## src/rtl/thd_pkg.sv

```systemverilog
package thd_pkg;
  localparam int CODE_W = 8;
  localparam int CODE_MAX = (1 << CODE_W) - 1;
  typedef logic [CODE_W-1:0] code_t;
endpackage

```

## src/rtl/thd_tracker.sv

```systemverilog
module thd_tracker
  import thd_pkg::*;
#(
  parameter int STEP_DIV = 7
) (
  input  logic  clk_i,
  input  logic  rst_ni,
  input  logic  cmp_above_i,
  input  logic  half_cyc_i,
  input  logic  fast_mode_i,
  output code_t code_o,
  output logic  tick_o
);
  localparam int CNT_W = (STEP_DIV > 1) ? $clog2(STEP_DIV) : 1;
  localparam logic [CNT_W-1:0] CNT_LAST = CNT_W'(STEP_DIV - 1);

  logic [CNT_W-1:0] cnt_q, cnt_d;
  code_t code_q, code_d;
  logic tick;

  // update event: every clock at startup, else on the last strobe of the group
  assign tick = fast_mode_i | (half_cyc_i & (cnt_q == CNT_LAST));

  always_comb begin
    cnt_d = cnt_q;
    if (fast_mode_i) begin
      cnt_d = '0;
    end else if (half_cyc_i) begin
      cnt_d = (cnt_q == CNT_LAST) ? '0 : cnt_q + 1'b1;
    end
  end

  always_comb begin
    code_d = code_q;
    if (tick) begin
      if (cmp_above_i) begin
        if (code_q != '0) code_d = code_q - 1'b1;
      end else begin
        if (code_q != code_t'(CODE_MAX)) code_d = code_q + 1'b1;
      end
    end
  end

  always_ff @(posedge clk_i or negedge rst_ni) begin
    if (!rst_ni) begin
      cnt_q  <= '0;
      code_q <= '0;
    end else begin
      cnt_q  <= cnt_d;
      code_q <= code_d;
    end
  end

  assign code_o = code_q;
  assign tick_o = tick;
endmodule

```

## src/rtl/thd_iir.sv

```systemverilog
module thd_iir
  import thd_pkg::*;
#(
  parameter int SHIFT  = 3,
  parameter bit RST_HI = 1'b0
) (
  input  logic  clk_i,
  input  logic  rst_ni,
  input  logic  en_i,
  input  code_t x_i,
  output code_t y_o
);
  localparam int ACC_W = CODE_W + SHIFT;

  logic [ACC_W-1:0] acc_q, acc_d;
  logic [ACC_W:0]   sum;

  always_comb begin
    sum   = {1'b0, acc_q} + (ACC_W+1)'(x_i) - (ACC_W+1)'(acc_q >> SHIFT);
    acc_d = en_i ? sum[ACC_W-1:0] : acc_q;
  end

  always_ff @(posedge clk_i or negedge rst_ni) begin
    if (!rst_ni) begin
      acc_q <= RST_HI ? '1 : '0;
    end else begin
      acc_q <= acc_d;
    end
  end

  assign y_o = acc_q[ACC_W-1:SHIFT];
endmodule

```

## src/rtl/thd_derate.sv

```systemverilog
module thd_derate
  import thd_pkg::*;
#(
  parameter int DIM_W     = 10,
  parameter int DER_START = 197,
  parameter int DER_END   = 242
) (
  input  code_t            lvl_i,
  input  logic [DIM_W-1:0] dim_i,
  output logic [DIM_W-1:0] dim_o
);
  localparam int ONE_Q  = 256;
  localparam int HALF_Q = ONE_Q / 2;
  localparam int SPAN   = DER_END - DER_START;
  localparam int SLOPE  = (HALF_Q * ONE_Q) / SPAN;
  localparam code_t START_C = code_t'(DER_START);
  localparam code_t END_C   = code_t'(DER_END);

  logic [8:0]       scale;
  logic [31:0]      red;
  logic [DIM_W+8:0] prod;

  always_comb begin
    red = '0;
    if (lvl_i <= START_C) begin
      scale = 9'(ONE_Q);
    end else if (lvl_i >= END_C) begin
      scale = 9'(HALF_Q);
    end else begin
      red   = ((32'(lvl_i) - 32'(DER_START)) * 32'(SLOPE)) >> 8;
      scale = 9'(32'(ONE_Q) - red);
    end
    prod = (DIM_W+9)'(dim_i) * (DIM_W+9)'(scale);
  end

  assign dim_o = prod[DIM_W+7:8];
endmodule

```

## src/rtl/thermal_track_derate.sv

```systemverilog
module thermal_track_derate
  import thd_pkg::*;
#(
  parameter int STEP_DIV  = 7,
  parameter int FAST_SH   = 3,
  parameter int SLOW_SH   = 8,
  parameter int DIM_W     = 10,
  parameter int DER_START = 197,
  parameter int DER_END   = 242,
  parameter int SHUT_CODE = 250,
  parameter int REC_CODE  = 222
) (
  input  logic             clk_i,
  input  logic             rst_ni,
  input  logic             cmp_above_i,
  input  logic             half_cyc_i,
  input  logic             fast_mode_i,
  input  logic [DIM_W-1:0] dim_i,
  output logic [7:0]       dac_code_o,
  output logic             ot_fault_o,
  output logic             run_ok_o,
  output logic [DIM_W-1:0] dim_o
);
  localparam code_t SHUT_C = code_t'(SHUT_CODE);
  localparam code_t REC_C  = code_t'(REC_CODE);

  code_t code, filt_fast, filt_slow;
  logic  tick;
  logic  started_q, started_d, fault_q, fault_d;

  thd_tracker #(.STEP_DIV(STEP_DIV)) u_trk (
    .clk_i(clk_i), .rst_ni(rst_ni), .cmp_above_i(cmp_above_i),
    .half_cyc_i(half_cyc_i), .fast_mode_i(fast_mode_i),
    .code_o(code), .tick_o(tick)
  );

  // fast path starts hot so nothing runs before a real reading exists
  thd_iir #(.SHIFT(FAST_SH), .RST_HI(1'b1)) u_fast (
    .clk_i(clk_i), .rst_ni(rst_ni), .en_i(tick), .x_i(code), .y_o(filt_fast)
  );

  thd_iir #(.SHIFT(SLOW_SH), .RST_HI(1'b0)) u_slow (
    .clk_i(clk_i), .rst_ni(rst_ni), .en_i(half_cyc_i), .x_i(code), .y_o(filt_slow)
  );

  always_comb begin
    started_d = started_q | (filt_fast < REC_C);
    fault_d   = fault_q;
    if (started_q && (filt_fast > SHUT_C)) begin
      fault_d = 1'b1;
    end else if (filt_fast < REC_C) begin
      fault_d = 1'b0;
    end
  end

  always_ff @(posedge clk_i or negedge rst_ni) begin
    if (!rst_ni) begin
      started_q <= 1'b0;
      fault_q   <= 1'b0;
    end else begin
      started_q <= started_d;
      fault_q   <= fault_d;
    end
  end

  thd_derate #(.DIM_W(DIM_W), .DER_START(DER_START), .DER_END(DER_END)) u_der (
    .lvl_i(filt_slow), .dim_i(dim_i), .dim_o(dim_o)
  );

  assign dac_code_o = code;
  assign ot_fault_o = fault_q;
  assign run_ok_o   = started_q & ~fault_q;
endmodule

```

## config.mk

```make
export PLATFORM = sky130hd
export DESIGN_NAME = thermal_track_derate
export DESIGN_NICKNAME = d
export VERILOG_FILES = /design/src/rtl/thd_pkg.sv /design/src/rtl/thd_tracker.sv /design/src/rtl/thd_iir.sv /design/src/rtl/thd_derate.sv /design/src/rtl/thermal_track_derate.sv
export SDC_FILE = /design/constraint.sdc
export NUM_CORES = 1
export LEC_CHECK = 0
export BUFFER_PORTS_ARGS = -buffer_cell sky130_fd_sc_hd__buf_2
export CORE_UTILIZATION = 60
export CTS_CLUSTER_DIAMETER = 150
export CTS_CLUSTER_SIZE = 10
export DETAILED_ROUTE_END_ITERATION = 7
export HOLD_SLACK_MARGIN = 0.02
export PLACE_DENSITY = 0.87
export SLEW_MARGIN = 30
export SYNTH_ARGS = -nofsm -noshare
export SYNTH_HDL_FRONTEND = slang
export SYNTH_SLANG_ARGS = --single-unit
```

## constraint.sdc

```tcl
create_clock -name clk_i -period 15.8 [get_ports clk_i]
set_input_delay 2.37 -clock clk_i [delete_from_list [all_inputs] [get_ports clk_i]]
set_output_delay 2.37 -clock clk_i [all_outputs]
set_load 0.01 [all_outputs]
```

* Yosys cells after proc, flatten, opt, wreduce, memory -nomap -nowiden
Cells that the tools add are included.
** Operators by class
- $add $sub $neg :: 9
- Reductions and logical operators :: 6
- $mul :: 2
- Equality and inequality tests :: 3
- $lt $le $gt $ge :: 4
- Bitwise gates (word level) :: 5
- Multiplexer cells :: 10
** Operators with widths (count)
- multiplier 32 x 7 -> 14 bit (second input constant) :: 1
- 2-to-1 mux 8 bit :: 3
- multiplier 10 x 9 -> 18 bit :: 1
- 2-to-1 mux 9 bit :: 2
- adder 16 x 8 -> 16 bit :: 1
- subtractor 16 x 8 -> 16 bit :: 1
- adder 11 x 8 -> 11 bit :: 1
- subtractor 11 x 8 -> 11 bit :: 1
- 2-to-1 mux 3 bit :: 3
- subtractor 8 x 8 -> 9 bit (second input constant) :: 1
- subtractor 9 bit (first input constant) :: 1
- adder 8 x 1 -> 8 bit (second input constant) :: 1
- greater-or-equal comparator 8 bit (second input constant) :: 1
- greater-than comparator 8 bit (second input constant) :: 1
- <= comparator 8 bit (second input constant) :: 1
- less-than comparator 8 bit (second input constant) :: 1
- inequality test 8 bit (second input constant) :: 1
- nonzero test 8 bit :: 1
- subtractor 8 x 1 -> 8 bit (second input constant) :: 1
- nonzero test 2 bit :: 3
- adder 3 x 1 -> 3 bit (second input constant) :: 1
- equality test 3 bit (second input constant) :: 1
- AND reduction 3 bit :: 1
- bitwise AND 1 bit :: 2
- other kinds (5) :: 7
** Word-level totals
- Register bits after elaboration :: 40

* Depth between registers and ports, before layout
- Word-level depth :: 6
- Gate-level depth with buffers :: 44

* By module
From an unflattened synthesis, not the netlist that was laid out.
** Unflattened totals
- Cell total of the unflattened synthesis :: 954
- Area total of the unflattened synthesis :: 8127.8 µm²
** By module, submodules not included
- thd_derate :: area an instance 4384.2 µm², instances 1, sequential area each 0.0 µm², cells an instance 526
- thd_iir at u_slow :: area an instance 1629.1 µm², instances 1, sequential area each 400.4 µm², cells an instance 195
- thd_iir at u_fast :: area an instance 1231.2 µm², instances 1, sequential area each 289.0 µm², cells an instance 139
- thd_tracker :: area an instance 782.0 µm², instances 1, sequential area each 275.3 µm², cells an instance 83
- thermal_track_derate :: area an instance 101.3 µm², instances 1, sequential area each 50.0 µm², cells an instance 11

* Worst setup path after synthesis
No wires, ideal clock.
- Path type :: register to output
- Start :: register u_slow.acc_q[9]
- End :: output dim_o[9]
- Arrival time :: 9.641 ns
- Data required time :: 13.430 ns
- Stages on the path, launching flop included :: 43
- Setup slack :: 3.789 ns
- Path buffers :: 1
- Cell sequence :: dfrtp_1 -> inv_1 -> ha_1 -> a21o_1 -> nand2_1 -> nand2_1 -> xnor2_1 -> inv_1 -> ha_1 -> inv_1 -> fa_1 -> inv_1 -> fa_1 -> inv_1 -> fa_1 -> inv_1 -> ha_1 -> buf_2 -> (+7 left out) -> xor2_1 -> a21o_2 -> and2_1 -> fa_1 -> inv_1 -> fa_1 -> fa_1 -> fa_1 -> inv_1 -> ha_1 -> o21a_1 -> nor2_1 -> a31o_2 -> o211ai_1 -> a31o_2 -> a21oi_1 -> xnor2_1 -> xnor2_1
** On the way
- Word-level cells in the longest chain between the ends :: 6
- Elaborated cells between the ends (all ways) :: 8
** RTL lines
- start, declared :: line thd_iir.sv:15 : logic [ACC_W-1:0] acc_q, acc_d;
- start signal, assigned :: line thd_iir.sv:25 : acc_q <= RST_HI ? '1 : '0;
- subtractor 8 x 8 -> 9 bit :: line thd_derate.sv:30 : red = ((32'(lvl_i) - 32'(DER_START)) * 32'(SLOPE)) >> 8;
- multiplier 32 x 7 -> 14 bit :: line thd_derate.sv:30
- subtractor 9 bit :: line thd_derate.sv:31 : scale = 9'(32'(ONE_Q) - red);
- 2-to-1 mux 9 bit :: line thd_derate.sv:27 : end else if (lvl_i >= END_C) begin
- 2-to-1 mux 9 bit (*) :: line thd_derate.sv:25 : if (lvl_i <= START_C) begin
- multiplier 10 x 9 -> 18 bit (*) :: line thd_derate.sv:33 : prod = (DIM_W+9)'(dim_i) * (DIM_W+9)'(scale);
- end, declared :: line thermal_track_derate.sv:22 : output logic [DIM_W-1:0] dim_o
Mark *: on every way between the ends. The rest lies on a longest branch, timed or not.

* Worst setup path after layout
Ends and elaborated chain as after synthesis.

==> results_tabular.tex <==
\begin{tabular}{lr}
\hline
Metric & Value \\
\hline
\multicolumn{2}{l}{\textbf{Clocking}} \\
\quad Clock net sink count & 40 \\
\quad Clock network latency to the later pin of the worst-skew pair & 280 ps \\
\quad Post-CTS setup buffer count & 0 \\
\quad Maximum clock insertion buffer count & 2 \\
\quad CTS tree & built \\
\quad Count of hold-fix buffers inserted at cts & 0 \\
\quad Clock slew at reported path FFs & 60 ps \\
\quad Num CTS Buffers & 5 \\
\quad Cells resized by post-CTS repair & 0 \\
\quad Root cell of the clock tree & clkbuf\_16 \\
\quad Number of H-tree levels & 2 \\
\multicolumn{2}{l}{\textbf{Critical path}} \\
\quad Reg-to-Reg End & u\_slow.acc\_q[14] \\
\quad Type of destination of the critical path & output pin \\
\quad Highest fanout seen on the critical path & 9 \\
\quad R2r startpoint & u\_trk.code\_o[1] \\
\quad Crit path largest cell delay & 550 ps \\
\quad CP arrival & 10,930 ps \\
\quad Flop2flop setup slack & 11,890 ps \\
\quad Critical path's slowest cell & fa\_1 \\
\quad Data required time at the worst endpoint & 13,430 ps \\
\quad Register-to-Register Path Depth & 13 \\
\quad Kind of critical path & reg -> out \\
\quad Most frequent cell on the critical path & inv\_1 \\
\quad Startpoint types & register \\
\multicolumn{2}{l}{\textbf{Timing}} \\
\quad Upper clock frequency limit & 75.2 MHz \\
\quad Worst Clk Skew & 4.43 ps \\
\quad Share of the clock period used by the worst path & 0.842 \\
\quad Final Hold Fails & 0 \\
\quad Final critical delay including setup and external delays & 13,300 ps \\
\quad Rel. slew slack & 0.398 \\
\quad Post-Route Setup TNS & 0 ps \\
\quad Final count of pins violating max slew & 0 \\
\quad Unrepaired setup endpoints after global routing & false \\
\quad Count of endpoints failing setup in the final report & 0 \\
\quad Worst-margin pin slew & 899 ps \\
\multicolumn{2}{l}{\textbf{Placed design}} \\
\quad Routability congestion estimate from global placement & 0.851 \\
\quad Half-perimeter wire length of the detailed placement result & 12,900 um \\
\quad Input/output buffers & 34 \\
\multicolumn{2}{l}{\textbf{GRT}} \\
\quad GRT Total Usage & 0.257 \\
\quad Wire length of the first global-routing pass & 27,800 um \\
\quad Global Route met3 Usage & 0.0301 \\
\quad Most utilized layer in the global route result & met2 \\
\quad Gr ovfl total & 0 \\
\quad Vias in the first global route & 6,208 \\
\quad Number of antenna violations at the first check in global routing & 0 \\
\quad Met1 Usage GRT & 0.333 \\
\quad Fraction of met2 tracks used by global routing & 0.452 \\
\quad Largest net degree at the start of global routing & 41 \\
\multicolumn{2}{l}{\textbf{Floorplan}} \\
\quad Number of standard-cell rows in the floorplan & 41 \\
\quad Die extent in y & 117 um \\
\quad Core Box Area & 0.0127 sq mm \\
\quad Number of I/O pins & 35 \\
\quad Initial cell density of the core & 0.619 \\
\quad Die Outline Area & 0.0136 sq mm \\
\quad Horizontal extent of the die & 117 um \\
\multicolumn{2}{l}{\textbf{Synthesis}} \\
\quad Unique cell type count in the Yosys netlist & 68 \\
\quad Cell count after synthesis & 926 \\
\quad Net Count, Synth & 1,142 \\
\quad Portion of synthesized cell area occupied by the leading cell type & 0.229 \\
\quad Portion of the post-synthesis area used by sequential elements & 0.129 \\
\quad Most frequently used flop master after synthesis & dfrtp\_1 \\
\quad Average cell area after synthesis & 8.50 sq um \\
\quad Number of synthesized flops with an enable pin & 0 \\
\quad Simple-gate share of the synthesized area & 0.156 \\
\quad Post-synthesis cell area & 0.00787 sq mm \\
\quad Dominant combinational cell family by area after synthesis & adder cells \\
\quad Asr flop ratio synth & 1.00 \\
\quad Total number of yosys warnings & 0 \\
\quad Portion of netlist area occupied by mux cells & 0.00636 \\
\quad Synthesized flop and latch total & 40 \\
\quad Biggest area contributors in the synthesized netlist & fa\_1 23\%, ha\_1 18\%, inv\_1 9.8\%, dfrtp\_1 9.2\%, xnor2\_1 5.7\% \\
\quad Dominant cell type by area after synthesis & fa\_1 \\
\quad Xor/xnor cell area share of the yosys netlist & 0.0690 \\
\quad Adder and majority gate portion of the synthesized area & 0.405 \\
\quad Fraction of the mapped netlist area in compound gates & 0.127 \\
\multicolumn{2}{l}{\textbf{Worst hold path}} \\
\quad Hold Path Depth & 1 \\
\quad Worst Hold Class & reg -> reg \\
\quad Hold-critical path endpoint & u\_trk.code\_o[7] \\
\quad Startpoint of the most critical hold path & u\_trk.code\_o[7] \\
\multicolumn{2}{l}{\textbf{Final layout}} \\
\quad Number of antenna cells inserted & 0 \\
\quad Fraction of layout cells with a size suffix above 1 & 0.0832 \\
\quad Area growth from synthesis to layout & 6.19\% \\
\quad Number of nets at the end of the flow & 1,164 \\
\quad \# fillers & 1,051 \\
\multicolumn{2}{l}{\textbf{Route}} \\
\quad Count of antenna-violating nets left after detailed routing & 0 \\
\quad Initial detailed-routing violation count & 464 \\
\quad Total DRC errors in the routed layout & 0 \\
\quad Mean number of vias per cell & 5.51 \\
\quad Pre-antenna DRT Iters & 5 \\
\quad Routed wire length & 15,800 um \\
\quad Detailed-route wire length per cell & 14.1 um \\
\quad Vias & 6,176 \\
\multicolumn{2}{l}{\textbf{Flow run}} \\
\quad Max-cap violations & 0 \\
\multicolumn{2}{l}{\textbf{Run status}} \\
\quad Run status & finished, final reports clean \\
\hline
\end{tabular}
[critical path: cells and delay by family (launching register included)]
family / cells / cell delay (ps)
buffers and inverters: 9 / 790
AO/OA/AOI/OAI: 10 / 2020
XOR/XNOR: 4 / 1000
AND/OR/NAND/NOR: 8 / 1490
adder cells (fa/ha/maj): 11 / 4890
flip-flops: 1 / 480
[state kept, by name, indices dropped and copies added, names as in the netlist]
name          count
u_slow.acc_q     16
u_fast.acc_q     11
u_trk.code_o      8
u_trk.cnt_q       3
ot_fault_o        1
started_q         1
[routing by layer]
layer	routed length, um	vias to the layer above
met5	0	-
met3	676	30
met4	317	0
met1	6940	2988
met2	7890	164
li1	-	2994
[cells by family after synthesis]
family / count (synthesis)
and+or+nand+nor: 249
xor gates and xnor gates: 62
adders and majority gates: 201
muxes: 5
AOI/OAI and AO/OA: 145
buffers and inverters: 224
DFF: 40
[cells in the mapped netlist (all sizes together) (5+ instances only)]
library cell	count
inv	205
and2	34
fa	90
o31ai	6
o21a	7
a21oi	42
xor2	11
dfrtp	29
buf	12
mux2i	5
nor3	15
dfstp	11
nor2	49
clkbuf	7
nor2b	9
nand3	11
or3	6
a21o	11
nand2	98
xnor2	51
ha	111
o21ai	38
[worst max path at each step]
stage,startpoint,end
2_1_floorplan,u_slow.acc_q[9],dim_o[9]
3_3_place_gp,u_slow.acc_q[9],dim_o[9]
3_5_place_dp,u_slow.acc_q[9],dim_o[9]
4_1_cts,u_slow.acc_q[9],dim_o[9]
5_1_grt,u_slow.acc_q[9],dim_o[9]
6_report,u_slow.acc_q[9],dim_o[9]
[metrics by stage]
| step | worst slack, ps | std cells | utilization | hold WS (ps) | area, sq um |
|---|---|---|---|---|---|
| after floorplan | 3790 | 926 | - | 454 | 7870 |
| after global placement | 3040 | 1113 | 0.643 | 478 | 8180 |
| after detailed placement | 2790 | 1113 | 0.643 | 479 | 8180 |
| after CTS | 2470 | 1121 | 0.656 | 498 | 8350 |
| after global routing | 1910 | 1121 | 0.657 | 525 | 8360 |
| final | 2500 | 1121 | 0.657 | 498 | 8360 |
[cells in the final DEF, fill, tap and decap left out, types with 5 or more instances in the layout]
master / instances
a21o_1: 9
a21oi_1: 40
and2_1: 34
buf_2: 33
clkbuf_16: 5
dfrtp_1: 29
dfstp_2: 11
fa_1: 90
ha_1: 111
inv_1: 205
mux2i_1: 5
nand2_1: 98
nand3_1: 11
nor2_1: 49
nor2b_1: 9
nor3_1: 12
o21a_1: 6
o21ai_0: 36
o31ai_1: 5
or3_1: 6
xnor2_1: 51
xor2_1: 11
[final cells by class]
class	count	area, sq um	area share
Clock inverter	3	42.5	0.00509
Inverter	205	769	0.0921
Clock buffer	5	125	0.0150
Timing Repair Buffer	34	173	0.0207
Multi-Input combinational cell	662	6020	0.720
Sequential cell	40	1010	0.121
Tap cell	172	215	0.0258
Power is not shown: default switching activity piles up to over one toggle a cycle in this logic, so the estimate is an artifact.
